===== src/rtl/clkdiv_pkg.sv =====
package clkdiv_pkg;

  localparam int NUM_RATIOS = 5;
  localparam int IDX_W      = 3;
  localparam int CODE_W     = 3;
  localparam int CNT_W      = 7;
  localparam int CNT_MAX    = (1 << CNT_W) - 1;
  localparam int MAX_IDX    = NUM_RATIOS - 1;
  localparam int CLKS_PER_CNT_LOG2 = 6;
  localparam int MAX_RATIO  = 8;
  localparam int MAX_DRAIN  = (1 << CLKS_PER_CNT_LOG2) * 2 * CNT_MAX * MAX_RATIO;
  localparam int WAIT_W     = $clog2(MAX_DRAIN + 1);

  typedef enum logic [3:0] {
    S_IDLE, S_LEG, S_SRCLR, S_SRSET, S_DIV, S_LOCK, S_CNT, S_DRAIN, S_END
  } seqState_t;

  typedef enum logic [1:0] {
    LEG_TWO_TO_ONE, LEG_ONE_TO_TWO, LEG_SLOWER, LEG_FASTER
  } legKind_t;

  typedef struct packed {
    logic             srClr;
    logic             srSet;
    logic             divWr;
    logic             cntWr;
    logic             drainLoad;
    logic             waitRun;
    logic [IDX_W-1:0] legFrom;
    logic [IDX_W-1:0] legTo;
  } seqStrobes_t;

  function automatic logic [3:0] ratioOf(input logic [IDX_W-1:0] idx);
    case (idx)
      3'd0:    return 4'd1;
      3'd1:    return 4'd2;
      3'd2:    return 4'd4;
      3'd3:    return 4'd6;
      3'd4:    return 4'd8;
      default: return 4'd0;
    endcase
  endfunction

  function automatic logic [CODE_W-1:0] codeOf(input logic [IDX_W-1:0] idx);
    case (idx)
      3'd0:    return 3'b000;
      3'd1:    return 3'b001;
      3'd2:    return 3'b011;
      3'd3:    return 3'b010;
      3'd4:    return 3'b100;
      default: return 3'b000;
    endcase
  endfunction

  function automatic logic [CNT_W-1:0] refCountFor(input longint unsigned hz,
                                                   input int ratio);
    longint unsigned num;
    longint unsigned den;
    longint unsigned q;
    if (ratio <= 0) return '0;
    num = hz * 64'd7800;
    den = 64'd64 * longint'(ratio) * 64'd1000000000;
    q   = num / den;
    if (q > longint'(CNT_MAX)) q = longint'(CNT_MAX);
    return CNT_W'(q);
  endfunction

endpackage


===== src/rtl/clkdiv_ctrl.sv =====
module clkdiv_ctrl
  import clkdiv_pkg::*;
(
  input  logic             clk,
  input  logic             rstN,
  input  logic             reqValid,
  input  logic [IDX_W-1:0] reqIdx,
  input  logic [IDX_W-1:0] curIdx,
  input  logic             srEn,
  input  logic             waitZero,
  input  logic             drainNone,
  output seqStrobes_t      ctl,
  output logic             busy,
  output logic             done,
  output logic             err
);

  seqState_t        stateQ, stateD;
  legKind_t         kindQ, kindCalc;
  logic [IDX_W-1:0] tgtQ, legFromQ, legToQ, legToCalc;
  logic             doneQ, errQ;
  logic             reqLegal, reqSame, drainGo, lastLeg;

  assign reqLegal = reqIdx <= IDX_W'(MAX_IDX);
  assign reqSame  = reqIdx == curIdx;
  assign lastLeg  = legToQ == tgtQ;

  // Leg planning: go through ratio 2 when jumping between 1 and >2
  always_comb begin
    if ((curIdx == 3'd0 && tgtQ > 3'd1) || (curIdx > 3'd1 && tgtQ == 3'd0))
      legToCalc = 3'd1;
    else
      legToCalc = tgtQ;
    if (curIdx == 3'd1 && legToCalc == 3'd0)
      kindCalc = LEG_TWO_TO_ONE;
    else if (curIdx == 3'd0 && legToCalc == 3'd1)
      kindCalc = LEG_ONE_TO_TWO;
    else if (legToCalc > curIdx)
      kindCalc = LEG_SLOWER;
    else
      kindCalc = LEG_FASTER;
  end

  assign drainGo = (kindQ == LEG_ONE_TO_TWO || kindQ == LEG_FASTER) && !srEn && !drainNone;

  always_comb begin
    stateD = stateQ;
    case (stateQ)
      S_IDLE:
        if (reqValid && reqLegal && !reqSame) stateD = S_LEG;
      S_LEG:
        case (kindCalc)
          LEG_TWO_TO_ONE: stateD = S_SRCLR;
          LEG_ONE_TO_TWO: stateD = S_CNT;
          LEG_SLOWER:     stateD = S_CNT;
          default:        stateD = S_DIV;
        endcase
      S_SRCLR: stateD = S_DIV;
      S_DIV:   stateD = S_LOCK;
      S_LOCK:
        if (waitZero) begin
          case (kindQ)
            LEG_TWO_TO_ONE: stateD = S_CNT;
            LEG_ONE_TO_TWO: stateD = S_SRSET;
            LEG_SLOWER:     stateD = S_END;
            default:        stateD = S_CNT;
          endcase
        end
      S_CNT:
        if (drainGo)
          stateD = S_DRAIN;
        else if (kindQ == LEG_ONE_TO_TWO || kindQ == LEG_SLOWER)
          stateD = S_DIV;
        else
          stateD = S_END;
      S_DRAIN:
        if (waitZero) stateD = (kindQ == LEG_ONE_TO_TWO) ? S_DIV : S_END;
      S_SRSET: stateD = S_END;
      S_END:   stateD = lastLeg ? S_IDLE : S_LEG;
      default: stateD = S_IDLE;
    endcase
  end

  always_ff @(posedge clk) begin
    if (!rstN) begin
      stateQ   <= S_IDLE;
      kindQ    <= LEG_SLOWER;
      tgtQ     <= '0;
      legFromQ <= '0;
      legToQ   <= '0;
      doneQ    <= 1'b0;
      errQ     <= 1'b0;
    end else begin
      stateQ <= stateD;
      doneQ  <= (stateQ == S_IDLE && reqValid && reqLegal && reqSame) ||
                (stateQ == S_END && lastLeg);
      errQ   <= stateQ == S_IDLE && reqValid && !reqLegal;
      if (stateQ == S_IDLE && reqValid && reqLegal) tgtQ <= reqIdx;
      if (stateQ == S_LEG) begin
        kindQ    <= kindCalc;
        legFromQ <= curIdx;
        legToQ   <= legToCalc;
      end
    end
  end

  always_comb begin
    ctl.srClr     = stateQ == S_SRCLR;
    ctl.srSet     = stateQ == S_SRSET;
    ctl.divWr     = stateQ == S_DIV;
    ctl.cntWr     = stateQ == S_CNT;
    ctl.drainLoad = stateQ == S_CNT && drainGo;
    ctl.waitRun   = stateQ == S_LOCK || stateQ == S_DRAIN;
    ctl.legFrom   = legFromQ;
    ctl.legTo     = legToQ;
  end

  assign busy = stateQ != S_IDLE;
  assign done = doneQ;
  assign err  = errQ;

  // no divider write may span ratio 1 and a ratio above 2
  a_r10_no_direct_jump: assert property (@(posedge clk) disable iff (!rstN)
    ctl.divWr |-> !((legFromQ == 3'd0 && legToQ > 3'd1) || (legFromQ > 3'd1 && legToQ == 3'd0)));

  // same-ratio request completes without entering a transition
  a_r11_same_no_busy: assert property (@(posedge clk) disable iff (!rstN)
    (stateQ == S_IDLE && reqValid && reqIdx == curIdx) |=> (!busy && done));

  // an illegal index never starts a transition
  a_r12_err_stays_idle: assert property (@(posedge clk) disable iff (!rstN)
    err |-> !busy);

  // completion pulse only once busy is gone, and lasts one cycle
  a_r13_done_not_busy: assert property (@(posedge clk) disable iff (!rstN)
    done |-> !busy);
  a_r13_done_single: assert property (@(posedge clk) disable iff (!rstN)
    done |=> !done);

endmodule


===== src/rtl/clkdiv_dpath.sv =====
module clkdiv_dpath
  import clkdiv_pkg::*;
#(
  parameter longint unsigned CLK_HZ      = 64'd400_000_000,
  parameter int              LOCK_CYCLES = 16
) (
  input  logic              clk,
  input  logic              rstN,
  input  seqStrobes_t       ctl,
  output logic [IDX_W-1:0]  curIdx,
  output logic              waitZero,
  output logic              drainNone,
  output logic [CODE_W-1:0] divCode,
  output logic              divLoad,
  output logic              srEn,
  output logic              srLoad,
  output logic [CNT_W-1:0]  refCount,
  output logic              refLoad
);

  localparam int TAB_N = 1 << IDX_W;
  localparam int AGE_W = $clog2(LOCK_CYCLES + 1);
  localparam logic [WAIT_W-1:0] LOCK_RELOAD = WAIT_W'(LOCK_CYCLES - 1);

  logic [CNT_W-1:0]  cntTab [TAB_N];
  logic [IDX_W-1:0]  curIdxQ;
  logic [CODE_W-1:0] divCodeQ;
  logic              divLoadQ, srEnQ, srLoadQ, refLoadQ;
  logic [CNT_W-1:0]  refCountQ;
  logic [WAIT_W-1:0] waitQ, drainLen;
  logic [CNT_W:0]    sumCnt;
  logic [11:0]       prodCnt;
  logic [CNT_W-1:0]  newCnt;

  // Per-ratio refresh counts fixed at elaboration
  for (genvar g = 0; g < TAB_N; g++) begin : g_tab
    if (g < NUM_RATIOS) begin : g_used
      assign cntTab[g] = refCountFor(CLK_HZ, int'(ratioOf(IDX_W'(g))));
    end else begin : g_unused
      assign cntTab[g] = '0;
    end
  end

  assign newCnt   = cntTab[ctl.legTo];
  assign sumCnt   = {1'b0, refCountQ} + {1'b0, newCnt};
  assign prodCnt  = 12'(sumCnt) * 12'(ratioOf(ctl.legFrom));
  assign drainLen = WAIT_W'({prodCnt, {CLKS_PER_CNT_LOG2{1'b0}}});

  always_ff @(posedge clk) begin
    if (!rstN) begin
      curIdxQ   <= '0;
      divCodeQ  <= codeOf(3'd0);
      divLoadQ  <= 1'b0;
      srEnQ     <= 1'b0;
      srLoadQ   <= 1'b0;
      refCountQ <= cntTab[0];
      refLoadQ  <= 1'b0;
      waitQ     <= '0;
    end else begin
      divLoadQ <= ctl.divWr;
      srLoadQ  <= ctl.srClr || ctl.srSet;
      refLoadQ <= ctl.cntWr;
      if (ctl.divWr) begin
        curIdxQ  <= ctl.legTo;
        divCodeQ <= codeOf(ctl.legTo);
      end
      if (ctl.srClr) srEnQ <= 1'b0;
      else if (ctl.srSet) srEnQ <= 1'b1;
      if (ctl.cntWr) refCountQ <= newCnt;
      if (ctl.divWr)
        waitQ <= LOCK_RELOAD;
      else if (ctl.drainLoad)
        waitQ <= drainLen - WAIT_W'(1);
      else if (ctl.waitRun && waitQ != '0)
        waitQ <= waitQ - WAIT_W'(1);
    end
  end

  assign curIdx    = curIdxQ;
  assign waitZero  = waitQ == '0;
  assign drainNone = drainLen == '0;
  assign divCode   = divCodeQ;
  assign divLoad   = divLoadQ;
  assign srEn      = srEnQ;
  assign srLoad    = srLoadQ;
  assign refCount  = refCountQ;
  assign refLoad   = refLoadQ;

  // Checker state: cycles since the last divider strobe, saturating
  logic [AGE_W-1:0] ageQ;
  always_ff @(posedge clk) begin
    if (!rstN) ageQ <= AGE_W'(LOCK_CYCLES);
    else if (divLoadQ) ageQ <= AGE_W'(1);
    else if (ageQ < AGE_W'(LOCK_CYCLES)) ageQ <= ageQ + AGE_W'(1);
  end

  // PLL lock window free of any further strobe
  a_r8_lock_gap: assert property (@(posedge clk) disable iff (!rstN)
    (divLoadQ || srLoadQ || refLoadQ) |-> ageQ >= AGE_W'(LOCK_CYCLES));

  // only the five legal divider codes ever appear
  a_r2_code_legal: assert property (@(posedge clk) disable iff (!rstN)
    divCode inside {3'b000, 3'b001, 3'b011, 3'b010, 3'b100});

  // self-refresh only changes while the divider sits at ratio 2
  a_r5_sr_at_two: assert property (@(posedge clk) disable iff (!rstN)
    srLoadQ |-> divCode == 3'b001);

  // one kind of strobe per cycle
  a_r6_one_strobe: assert property (@(posedge clk) disable iff (!rstN)
    $onehot0({divLoadQ, srLoadQ, refLoadQ}));

endmodule


===== src/rtl/clkdiv_seq.sv =====
module clkdiv_seq
  import clkdiv_pkg::*;
#(
  parameter longint unsigned CLK_HZ      = 64'd400_000_000,
  parameter int              LOCK_CYCLES = 16
) (
  input  logic             clk,
  input  logic             rstN,
  input  logic             reqValid,
  input  logic [2:0]       reqIdx,
  output logic             busy,
  output logic             done,
  output logic             err,
  output logic [2:0]       divCode,
  output logic             divLoad,
  output logic             srEn,
  output logic             srLoad,
  output logic [6:0]       refCount,
  output logic             refLoad
);

  seqStrobes_t      ctl;
  logic [IDX_W-1:0] curIdx;
  logic             waitZero, drainNone;

  clkdiv_ctrl u_ctrl (
    .clk       (clk),
    .rstN      (rstN),
    .reqValid  (reqValid),
    .reqIdx    (reqIdx),
    .curIdx    (curIdx),
    .srEn      (srEn),
    .waitZero  (waitZero),
    .drainNone (drainNone),
    .ctl       (ctl),
    .busy      (busy),
    .done      (done),
    .err       (err)
  );

  clkdiv_dpath #(
    .CLK_HZ      (CLK_HZ),
    .LOCK_CYCLES (LOCK_CYCLES)
  ) u_dpath (
    .clk       (clk),
    .rstN      (rstN),
    .ctl       (ctl),
    .curIdx    (curIdx),
    .waitZero  (waitZero),
    .drainNone (drainNone),
    .divCode   (divCode),
    .divLoad   (divLoad),
    .srEn      (srEn),
    .srLoad    (srLoad),
    .refCount  (refCount),
    .refLoad   (refLoad)
  );

endmodule


===== config.mk =====
export PLATFORM = sky130hd
export DESIGN_NAME = clkdiv_seq
export DESIGN_NICKNAME = d
export VERILOG_FILES = /design/src/rtl/clkdiv_pkg.sv /design/src/rtl/clkdiv_ctrl.sv /design/src/rtl/clkdiv_dpath.sv /design/src/rtl/clkdiv_seq.sv
export SDC_FILE = /design/constraint.sdc
export NUM_CORES = 1
export LEC_CHECK = 0
export BUFFER_PORTS_ARGS = -buffer_cell sky130_fd_sc_hd__buf_2
export CAP_MARGIN = 40
export CORE_MARGIN = 2
export CORE_UTILIZATION = 40
export DETAILED_ROUTE_END_ITERATION = 8
export MAX_ROUTING_LAYER = met4
export PLACE_DENSITY = 0.53
export SLEW_MARGIN = 20
export SYNTH_ARGS = -nofsm -noshare
export SYNTH_HDL_FRONTEND = slang
export SYNTH_SLANG_ARGS = --single-unit
export TNS_END_PERCENT = 20

===== constraint.sdc =====
create_clock -name clk -period 6.1 [get_ports clk]
set_clock_uncertainty 0.1 [all_clocks]
set_input_delay 0.61 -clock clk [delete_from_list [all_inputs] [get_ports clk]]
set_output_delay 0.61 -clock clk [all_outputs]
set_load 0.03 [all_outputs]

======== After elaboration in Yosys (flattened, before gate mapping) ========
Memories as Yosys holds them, arrays and structs flattened.
Cells that the tools add are included.
storage, ports and cells
  register bits after elaboration ......... 51
  memories ................................ 1
  ROM bits ................................ 56
  word-level logic and storage cells ...... 118
  input port bits ......................... 6
  output and inout port bits .............. 17
operators by class
  multipliers ............................. 1
  bitwise operators ....................... 2
  add/subtract/negate cells ............... 3
  reductions and logical operators ........ 41
  muxes and demuxes ....................... 21
  order comparisons ....................... 5
  equal/unequal tests ..................... 28
memory list
  memory            depth  width  read ports  clocked after memory_dff  wr ports  line                RTL
  (name not given)  8      7      1           0                         0         clkdiv_dpath.sv:44  assign newCnt = cntTab[ctl.legTo];
operator list
  cell                   number
  $pmux 4 s9             1
  $logic_not 17->1       2
  $mux 17                2
  $sub 17x1->17 const B  2
  $mux 4                 7
  $pmux 4 s5             1
  $reduce_bool 17->1     1
  $eq 4x3->1 const B     4
  $logic_and 1x1->1      15
  $mux 7                 2
  $eq 3x1->1 const B     4
  $eq 3x2->1 const B     4
  $logic_not 3->1        4
  $pmux 3 s4             1
  $mul 8x4->11           1
  $add 7x7->8            1
  $eq 4x2->1 const B     2
  $pmux 4 s2             1
  $eq 2x2->1 const B     3
  $eq 3x3->1             2
  $eq 3x3->1 const B     2
  $gt 3x1->1 const B     2
  $logic_or 1x1->1       6
  $ne 2x1->1 const B     3
  other kinds (20)       28

======== Longest topological paths before layout ========
  depth after elaboration ................. 12
  depth in mapped cells ................... 25
  depth with buffers taken out ............ 22

======== Cells and area by module ========
A second synthesis with hierarchy kept.
unflattened totals
  cells, all modules ...................... 449
  area total of the unflattened synthesis .. 3,721.1 sq um
modules (own cells, without submodules)
  module        sequential area each (sq um)  cells an instance  instances  area an instance (sq um)
  clkdiv_dpath  640.6                         308                1          2,585.0
  clkdiv_ctrl   340.3                         141                1          1,136.1

======== Worst setup path before layout ========
No wires, ideal clock.
  path type ............................... flip-flop to flip-flop
  from .................................... register u_ctrl.legToQ[1]
  to ...................................... register u_dpath.waitQ[11]
  required time ........................... 5,878 ps
  buffers on the path ..................... 2
  stages on the path, launching flop included .. 20
  path slack .............................. 850 ps
  library setup time ...................... 122 ps
  data arrival time ....................... 5,028 ps
  period minus slack after synthesis ...... 5,250 ps
  path through ............................ dfxtp_1 clkbuf_1 nor2_1 and2_1 ha_1 inv_1 fa_1 nand2b_1 fa_1 inv_1 fa_1 fa_1 or2_2 nor4_4 o221ai_1 or3_4 o21ai_4 buf_6 nor2_1 o311a_1
between the ends
  cells in the longest elaborated chain, start to end .. 11
  elaborated cells between the ends (all ways) .. 13
  those cells by class .................... add/sub: 2; mul: 1; mux: 3; bitwise: 1; reduce/logical: 5; memory: 1
ends and longest elaborated chain
  item                                                                   line                RTL
  start, declared                                                        clkdiv_ctrl.sv:20   logic [IDX_W-1:0] tgtQ, legFromQ, legToQ, legToCalc;
  start signal, assigned                                                 clkdiv_ctrl.sv:102  legToQ <= legToCalc;
  $not 3->4 (not written as such) (*)                                    clkdiv_dpath.sv:44
  $mem_v2 8x7 (*)                                                        -
  $mux 7 (not written as such) (*) (2 in a row)                          clkdiv_dpath.sv:44
  via u_dpath.newCnt[1]                                                  clkdiv_dpath.sv:33  logic [CNT_W-1:0] newCnt;
  $add 7x7->8 (*)                                                        clkdiv_dpath.sv:45  assign sumCnt = {1'b0, refCountQ} + {1'b0, newCnt};
  $mul 8x4->11 (*)                                                       clkdiv_dpath.sv:46  assign prodCnt = 12'(sumCnt) * 12'(ratioOf(ctl.legFrom));
  parallel branches: the longest is 5 deep, another holds $sub 17x1->17  -
  end signal, assigned                                                   clkdiv_dpath.sv:73  waitQ <= drainLen - WAIT_W'(1);
  end signal, assigned                                                   clkdiv_dpath.sv:75  waitQ <= waitQ - WAIT_W'(1);
  end, declared                                                          clkdiv_dpath.sv:30  logic [WAIT_W-1:0] waitQ, drainLen;
Mark *: on every way through the listed nets, which the timed path passes. The select of a mux whose other input is x is not followed.
A chain may end at the register's enable or synchronous reset.

======== Final worst setup path ========
  from .................................... register u_ctrl.legToQ[2]
  to ...................................... register u_dpath.waitQ[10]
Same word-level chain as after synthesis.

==> results.md <==
* Antenna diode instance count at 0
* Highest attainable clock frequency at 0.179 GHz
* Pwr Total at 1.12 mW
* CP max stage delay at 0.56 ns
* Minimum period implied by the final worst setup slack at 5.59 ns
* Clock Path Buffers at 2
* Post-route design area at 3930 um2
* Die outline area at 9990 um2
* Clock root buffer: sky130_fd_sc_hd__clkbuf_8
* Per-instance average area after synthesis at 7.97 um2
* Setup repair after global routing missed its margin: no
* Vias in the first global route at 2,925
* FF+latch count, synth at 49
* Initial Util at 40.6%
* Result of the run: completed
* Worst Tran Pin Value at 0.809 ns
* Setup TNS at 0 ns
* Placed wire-length estimate after detailed placement at 6420 um
* Detailed-route via count at 3,082
* Worst hold slack after final layout at 0.367 ns
* Leak Pwr at 1.68 nW
* Flop-to-flop setup slack at 0.51 ns
* Startpoint kind of the worst setup timing path: flip-flop
* Cells taking the most area after synthesis: sky130_fd_sc_hd__dfxtp_1 27%, sky130_fd_sc_hd__ha_1 9.5%, sky130_fd_sc_hd__nor2_1 5.7%, sky130_fd_sc_hd__fa_1 4.9%, sky130_fd_sc_hd__a21oi_1 4.8%
* Worst-skew pair later-pin latency at 0.31 ns
* Fraction of final layout cells sized beyond drive strength 1 at 9.70%
* Sequential share of the synthesized area at 26.6%
* Setup slack at placement at 0.505 ns
* Total count of hold-check failures in the final report at 0
* Length in cells of the worst reg-to-reg path at 17
* Final Max Slew Viols at 0
* Period Utilization, post-route at 91.7%
* Top-area cell type share of the netlist area at 26.6%
* DR pass1 iterations at 4
* Highest net fanout along the worst path at 11
* CTS tree: built
* Net total in the final layout at 516
* Fraction of the core area covered by cells at the end of the flow at 43.3%
* Commonest non-fill, non-tap cell in the layout: sky130_fd_sc_hd__nor2_1
* Number of clock buffers inserted by TritonCTS at 5
* Wire length after detailed routing at 8060 um
* Path class of the lowest-slack min-delay path: flip-flop to flip-flop
* Worst Setup Slack, final at 0.508 ns
* Number of antenna violations at the first check in global routing at 0
* Number of violations of the max-capacitance limit at 0
* Gates resized, CTS repair at 0
* Final Wtd Congestion at 0.801
* Total power divided by cell area at 284 nW/um2
* Die Span X at 99.9 um
* Level count of the clock H-tree at 2
* Pin count of the biggest net entering global routing at 19
* Number of remaining DRC errors at 0
* Start point of the critical path: u_ctrl.legToQ[2]$_SDFFE_PN0P_
* Std-Cell Rows at 35
* Final setup fails at 0
* Area of placed instances at 3840 um2
* CP max-delay cell: sky130_fd_sc_hd__dfxtp_1
* Category of the most critical setup path: flip-flop to flip-flop
* Antenna violation net count after detailed routing at 0
* Clock input transition at the sequential cells of the worst setup and hold paths at 0.10 ns
* VDD IR max at 104 uV
* Number of cells after detailed placement at 577
* Worst setup EP type: flip-flop
* GR Util All Layers at 17.6%
* Violation count after the first detailed-routing iteration at 81
* Most prevalent standard cell on the critical path: sky130_fd_sc_hd__fa_1
* HP Start: u_dpath.divCode[2]$_SDFFE_PN0P_
* Hold-fix buffer count after cts at 0
* Share of flip-flops with an asynchronous set or reset at 0%
* Top_reg_cell synth: sky130_fd_sc_hd__dfxtp_1
* Non-filler cells in the finished layout at 585
* Growth of design area from synthesis to finish at 6.63%
* Port Buffer Count at 20
* Cell count after synthesis at 462
* Area of the placeable core at 9060 um2
* Remaining max-slew budget at the tightest pin at 45.2%
* Cell-by-cell listing of the critical path: and2_1, ha_1, inv_1, fa_1, xor2_1, nand2b_1, fa_1, inv_1, fa_1, fa_1, or2_2, nor4_4, o221ai_1, or3_4, o21ai_4, mux2_2, a211oi_1
* Count of flip-flops with a built-in enable after synthesis at 0
* Gr ovfl total at 0
* First-pass GRT wire length at 13,900 um
* Required @ worst endpoint at 6.22 ns
* Post-synth top area cell: sky130_fd_sc_hd__dfxtp_1
* Clock net sink count at 49
* Worst flop-to-flop path startpoint: u_ctrl.legToQ[2]$_SDFFE_PN0P_
* Vias per inst at 5.27
* Commonest non-fill, non-tap cells in the layout: 56 x sky130_fd_sc_hd__nor2_1, 49 x sky130_fd_sc_hd__dfxtp_1, 41 x sky130_fd_sc_hd__nand2_1
* Number of buffers added for setup after CTS at 0
* Yosys Warn Count at 0
* Count of unique library cells instantiated by Yosys at 63
* Arrival time of the worst setup path at 5.71 ns
* Combined area of all synthesized cells at 3680 um2
* IO Pins at 23
* Termination of the worst setup path: u_dpath.waitQ[10]$_SDFFE_PP0P_
* Wire per inst at 13.8 um
* Worst R2R End: u_dpath.waitQ[10]$_SDFFE_PP0P_
* Die Span Y at 99.9 um
-- area by class of cell --
| class | instances | area (um2) |
|---|---|---|
| clock inverter | 2 | 13.8 |
| multi-input combinational | 364 | 2480 |
| fill | 967 | 5140 |
| tap | 111 | 139 |
| sequential | 49 | 981 |
| inverter | 30 | 113 |
| timing repair buffer | 23 | 128 |
| clock buffer | 6 | 72.6 |
-- critical path: cells and delay by family, from the launching register on --
family	cells	cell delay, ns
fa+ha+maj	5	2.10
simple gates	5	1.35
compound gates	3	0.69
flops	1	0.56
mux	1	0.37
xor+xnor	1	0.21
buf+inv	2	0.10
-- per-layer routing --
metal  vias up  GRT usage, %  part of all wire, %
met5         -             -                    0
met4         0          4.11                  1.1
met3         7          2.72                  1.7
met2        28          28.1                   46
met1      1414          23.6                   51
li1       1633             -                    -
-- power by group --
part | leakage, nW | total (mW) | switching, mW | internal [mW]
clock | 0.0456 | 0.198 | 0.116 | 0.0821
sequential | 0.397 | 0.416 | 0.0569 | 0.359
combinational | 1.24 | 0.502 | 0.305 | 0.197
total | 1.68 | 1.12 | 0.478 | 0.638
-- logic make-up (layout without fill, tap and decap cells) --
family	after synthesis	after routing	share of synthesized area, %
compound gates	92	92	16.2
xor+xnor	28	28	6.66
fa+ha+maj	37	37	14.4
buf+inv	50	61	6.12
flops	49	49	26.6
mux	7	7	1.97
other cells	1	2	0.102
simple gates	198	198	27.9
-- sequential cells by signal, indices dropped and copies added (netlist names) --
| register | count |
|---|---|
| u_ctrl.done | 1 |
| u_dpath.refCount | 5 |
| u_dpath.divCode | 3 |
| u_ctrl.tgtQ | 3 |
| u_ctrl.err | 1 |
| u_dpath.waitQ | 17 |
| u_dpath.srLoad | 1 |
| u_dpath.curIdx | 3 |
| u_ctrl.stateQ | 4 |
| u_ctrl.legFromQ | 3 |
| u_dpath.refLoad | 1 |
| u_ctrl.kindQ | 2 |
| u_dpath.srEn | 1 |
| u_dpath.divLoad | 1 |
| u_ctrl.legToQ | 3 |
-- synth_stat cells, types with 6 or more instances --
library cell	instances
sky130_fd_sc_hd__a211oi_1	6
sky130_fd_sc_hd__fa_1	9
sky130_fd_sc_hd__a21o_1	6
sky130_fd_sc_hd__nor3_1	23
sky130_fd_sc_hd__xnor2_1	16
sky130_fd_sc_hd__and2_1	8
sky130_fd_sc_hd__a31oi_1	9
sky130_fd_sc_hd__o21ai_0	13
sky130_fd_sc_hd__dfxtp_1	49
sky130_fd_sc_hd__nand2b_1	8
sky130_fd_sc_hd__nor2_1	56
sky130_fd_sc_hd__nand3_1	15
sky130_fd_sc_hd__inv_1	30
sky130_fd_sc_hd__clkbuf_1	13
sky130_fd_sc_hd__a21oi_1	35
sky130_fd_sc_hd__ha_1	28
sky130_fd_sc_hd__nand2_1	41
sky130_fd_sc_hd__xor2_1	12
-- how the worst min path moves through the flow --
| stage | end | slack (ns) | depth (start not counted) |
|---|---|---|---|
| after floorplan | u_dpath.waitQ[10]$_SDFFE_PP0P_ | 0.34 | 1 |
| after detailed placement | u_dpath.divCode[2]$_SDFFE_PN0P_ | 0.35 | 2 |
| after global placement | u_dpath.divCode[1]$_SDFFE_PN0P_ | 0.34 | 2 |
| final | u_dpath.divCode[2]$_SDFFE_PN0P_ | 0.37 | 2 |
| after global routing | u_dpath.divCode[1]$_SDFFE_PN0P_ | 0.40 | 2 |
| after CTS | u_dpath.divCode[2]$_SDFFE_PN0P_ | 0.37 | 2 |
Note: power is estimated with default switching activity, not from simulation.
